### src/rtl/itc_window_decoder.sv
module itc_window_decoder #(
  parameter int NUM_FIFO = 16,
  parameter int NUM_SEM  = 16,
  parameter int CFG_AW   = 5,
  parameter int CW       = ((NUM_FIFO + NUM_SEM) > 1) ? $clog2(NUM_FIFO + NUM_SEM) : 1
) (
  input  logic              clk,
  input  logic              rst_n,
  input  logic              cfg_we,
  input  logic [CFG_AW-1:0] cfg_addr,
  input  logic [63:0]       cfg_wdata,
  output logic [63:0]       cfg_rdata,
  input  logic              acc_valid,
  input  logic [31:0]       acc_addr,
  output logic [31:0]       win_base,
  output logic [31:0]       win_size,
  output logic              win_en,
  output logic              reconfig,
  output logic              sel_valid,
  output logic [CW-1:0]     sel_cell,
  output logic [3:0]        sel_view
);
  localparam int          NUM_CELLS = NUM_FIFO + NUM_SEM;
  localparam logic [63:0] MASK0     = 64'h0000_0000_FFFF_FC01;
  localparam logic [63:0] MASK1     = 64'h0000_0000_0001_FC07;
  localparam logic [63:0] RST1      = 64'h0000_0000_0000_0C00;
  localparam logic [31:0] RST_SIZE  = 32'd4096;

  logic [63:0] map0, map1, nxt0, nxt1;
  logic [31:0] size_q;
  logic        strobe_q;

  wire [CFG_AW-1:0] reg_idx = cfg_addr >> 3;

  always_comb begin
    nxt0 = map0;
    nxt1 = map1;
    if (cfg_we && reg_idx == CFG_AW'(0)) nxt0 = (cfg_wdata & MASK0) | (map0 & ~MASK0);
    if (cfg_we && reg_idx == CFG_AW'(1)) nxt1 = (cfg_wdata & MASK1) | (map1 & ~MASK1);
  end

  wire        changed = (nxt0 != map0) || (nxt1 != map1);
  wire [31:0] cand    = 32'd1024 + {15'd0, nxt1[16:10], 10'd0};
  wire        pow2    = (cand & (cand - 32'd1)) == 32'd0;

  always_ff @(posedge clk) begin
    if (!rst_n) begin
      map0     <= '0;
      map1     <= RST1;
      size_q   <= RST_SIZE;
      strobe_q <= 1'b0;
    end else begin
      map0     <= nxt0;
      map1     <= nxt1;
      strobe_q <= changed;
      if (changed && pow2) size_q <= cand;
    end
  end

  assign cfg_rdata = (reg_idx == CFG_AW'(0)) ? map0 :
                     (reg_idx == CFG_AW'(1)) ? (map1 | (64'(NUM_CELLS) << 20)) : 64'd0;

  assign win_base = {map0[31:10], 10'd0};
  assign win_en   = map0[0];
  assign win_size = size_q;
  assign reconfig = strobe_q;

  wire [32:0] limit  = {1'b0, win_base} + {1'b0, size_q};
  wire        in_win = win_en && (acc_addr >= win_base) && ({1'b0, acc_addr} < limit);
  wire [31:0] off    = acc_addr - win_base;
  wire [3:0]  shift  = 4'd7 + {1'b0, map1[2:0]};
  wire [31:0] raw    = off >> shift;

  assign sel_valid = acc_valid && in_win;
  assign sel_cell  = (raw >= 32'(NUM_CELLS)) ? CW'(NUM_CELLS - 1) : raw[CW-1:0];
  assign sel_view  = off[6:3];
endmodule


### config.mk
export PLATFORM = sky130hd
export DESIGN_NAME = itc_window_decoder
export DESIGN_NICKNAME = d
export VERILOG_FILES = /design/src/rtl/itc_window_decoder.sv
export SDC_FILE = /design/constraint.sdc
export NUM_CORES = 1
export LEC_CHECK = 0
export ABC_AREA = 1
export BUFFER_PORTS_ARGS = -buffer_cell sky130_fd_sc_hd__buf_4
export CAP_MARGIN = 20
export CELL_PAD_IN_SITES_DETAIL_PLACEMENT = 1
export CELL_PAD_IN_SITES_GLOBAL_PLACEMENT = 1
export CORE_UTILIZATION = 33
export DETAILED_ROUTE_END_ITERATION = 6
export PLACE_DENSITY_LB_ADDON = 0.1
export SYNTH_ARGS = -nofsm -noshare
export SYNTH_HDL_FRONTEND = slang
export SYNTH_SLANG_ARGS = --single-unit
export TNS_END_PERCENT = 1
### constraint.sdc
create_clock -name clk -period 3.9 [get_ports clk]
set_input_delay 0.39 -clock clk [delete_from_list [all_inputs] [get_ports clk]]
set_output_delay 0.39 -clock clk [all_outputs]
set_load 0.01 [all_outputs]
==> results.yml <==
detailed_routing:
  dr_wl_met3_mm: 1.07
  wl_mm: 24.5
  dr_wl_met2_mm: 11.2
  vias_per_cell: 4.96
  vias: 7248
  wl_per_cell_um: 16.8
  ant_nets: 0
  drt_iter0_drc: 484
  wl_met1_mm: 12.1
  drc: 0
  first_pass_iters: 5
  maxUsedRoutingLayer: "met4"
die:
  ios: 245
  die_area_sq_mm: 0.0198
  fp.dieH_um: 141
  fp.coreArea_sq_mm: 0.0188
  start_util_pct: 33.8
  num_rows: 50
  die_w_um: 141
global_route:
  grt_pass1_vias: 6823
  grt_max_degree: 33
  grt-ovfl-total: 0
  grt_pass1_wl_mm: 37.4
  track_usage_pct: 24.3
  antenna_found_initial: 0
power_and_ir_drop:
  irDropWorstVdd_v: 0.000172
  leakagePower_nw: 4.13
  power.total_mw: 1.93
  p_per_area_mw_per_mm2: 254
timing:
  fmax_mhz: 271
  setup_violations: 0
  skew_ps: 9.12
  finalCritPeriodShare_pct: 94.5
  finalCriticalPeriod_ps: 3680
  tightest_slew_ps: 665
  setup_ws_ps: 215
  slew_headroom_pct: 55.6
  rsz0062_at_grt: "yes"
  hold_violations: 0
  final_max_slew_viol_count: 0
cts:
  cts.htree.levels: 2
  clock_latency_ps: 300
  cts_root_buf: "clkbuf_16"
  cts.sinks: 42
  clkSlewWorstSetupHoldPaths_ps: 70
  clk_path_buf_depth: 2
  cts_tree: "done"
  cts_buffers: 5
placement:
  place_area_sq_mm: 0.00730
  hpwl_mm: 20.9
  gp_congestion: 0.901
  io_buffers: 129
  post-place-ws_ps: 252
finish:
  diodes: 0
  drive_gt1_share_pct: 16.4
  design_area_sq_mm: 0.00761
  areaGrowthSynthToFinish_pct: 19.9
  final_util_pct: 40.6
  layout.nets: 1388
  nFillCells: 2621
worst_setup_path:
  worst-endpoint-required_ps: 3510
  timing.rr.start: "map1[1]"
  start_kind: "flop"
  arrival_ps: 3290
  endpoint_kind: "output pin"
  reg2reg_to: "win_size[11]"
  critPathMaxFanout: 3
  crit_type: "flop to output pin"
  r2r_cells: 11
  reg2reg_slack_ps: 1450
synthesis:
  ys_warn_count: 0
  syn-instance-count: 1105
  yosysUniqueCellTypes: 39
  ys_seq_area_share_pct: 13.2
  syn_avg_cell_area_sq_um: 5.75
  synth-seq-cells: 42
  syn_area_sq_mm: 0.00635
flow_run:
  drv_cap: 0
hold_path:
  hold_depth: 2
  hp-class: "primary input to flop"
  hp-start: "rst_n"
  hold-path-endpoint: "map1[10]"
outcome:
  outcome: "finished, final reports clean"
## per-layer routing
| metal | up-vias | global-route usage [%] |
|---|---|---|
| met3 | 15 | 3.60 |
| met4 | 0 | 3.43 |
| met1 | 3375 | 33.8 |
| met2 | 163 | 40.4 |
| met5 | - | 0 |
| li1 | 3695 | - |
## report_power, final
| part | switching [mW] | internal, mW |
|---|---|---|
| Clock | 0.208 | 0.246 |
| Combinational | 0.599 | 0.363 |
| Sequential | 0.0486 | 0.466 |
## stage by stage
| step | setup TNS [ps] | hold WS [ps] | cells |
|---|---|---|---|
| floorplan | 0 | 475 | 1177 |
| global placement | 0 | 487 | 1453 |
| detailed placement | 0 | 508 | 1453 |
| CTS | 0 | 355 | 1461 |
| global route | -10.3 | 367 | 1462 |
| finish | 0 | 351 | 1462 |
## timing repair
| item | 4_1_cts | 5_1_grt |
|---|---|---|
| pin swaps | 1 | 5 |
| buffers inserted | 0 | 1 |
| gates resized for setup | 2 | 33 |
| setup endpoints to repair | 1 | 6 |
| hold buffers | 0 | 0 |
## sequential cells by signal, indices dropped and copies added (netlist names)
name,count
win_size,8
reconfig,1
map1,10
map0,23
## Yosys cell counts (all sizes together)
library cell / count / share of area (%)
nand2: 294 / 18
nor2: 152 / 9.3
nand3: 151 / 12
inv: 133 / 7.9
buf: 91 / 10
ha: 54 / 11
a21oi: 42 / 3.3
dfxtp: 42 / 13
a211oi: 27 / 3.2
o21ai: 21 / 1.7
nand4: 18 / 2.0
xor2: 17 / 2.3
clkbuf: 12 / 0.71
nor3: 11 / 0.87
o22ai: 8 / 0.79
nand3b: 7 / 0.83
nor4: 4 / 0.39
xnor2: 4 / 0.55
o211ai: 3 / 0.35
fa: 2 / 0.63
o21a: 2 / 0.24
o311ai: 2 / 0.28
or2: 2 / 0.20
a21boi: 1 / 0.12
a22oi: 1 / 0.12
a31oi: 1 / 0.099
and2: 1 / 0.099
conb: 1 / 0.059
o221ai: 1 / 0.14
## cell usage in the layout, fill, tap and decap left out, types with 4 or more instances in the layout
cell type  synthesis  routed
nand2_1          287     281
nand3_1          149     149
buf_4             77     146
nor2_1           147     142
inv_1            129     129
conb_1             1      73
ha_1              54      49
a21oi_1           42      42
dfxtp_1           42      35
a211oi_1          27      27
o21ai_0           21      21
nand4_1           17      17
xor2_1            17      17
nand2_2            7      12
o22ai_1            8       8
nor3_1            11       7
nand3b_1           7       7
dfxtp_2            0       7
nor2_4             1       5
nor2_2             4       5
ha_4               0       5
clkbuf_16          0       5
inv_2              4       4
nor4_1             4       4
xnor2_1            4       4
## logic make-up after synthesis
logic type / share of synthesized area (%)
AO/OA/AOI/OAI: 10.3
XOR/XNOR: 2.90
flip-flops: 13.2
adder cells (fa/ha/maj): 11.3
AND/OR/NAND/NOR: 43.4
other: 0.0590
buffers and inverters: 18.9
## worst max-delay path: stages (launching register included)
cell and delay (ps):
dfxtp_1 340, ha_1 230, fa_1 430, nand2_1 100, o211ai_1 140, nand3_1 110
nand2_1 90, nand2_2 120, nor2_4 50, nand2_2 90, nor2_1 70, xor2_1 150
ha_1 300, a21oi_1 160, o21ai_0 100, a21oi_1 150, nand3_1 110, nor2_2 120
buf_4 130
## area by class of cell
type / instances / area, sq um / share of cell area, %
clock buffer: 5 / 125 / 1.64
clock inverter: 3 / 28.8 / 0.378
inverter: 133 / 499 / 6.56
multi-input combinational: 899 / 4720 / 62.0
sequential: 42 / 850 / 11.2
tap: 234 / 293 / 3.85
timing repair buffer: 146 / 1100 / 14.4
## worst max-delay path by stage
stage / cells past startpoint / end / from
after floorplan: 18 / sel_valid / map0[12]
after CTS: 21 / sel_valid / map0[13]
after global placement: 17 / sel_valid / map0[13]
after detailed placement: 21 / sel_valid / map0[13]
after global routing: 21 / sel_valid / map0[13]
final: 18 / sel_valid / map0[10]
No activity file was read; power rests on OpenSTA's default activity.
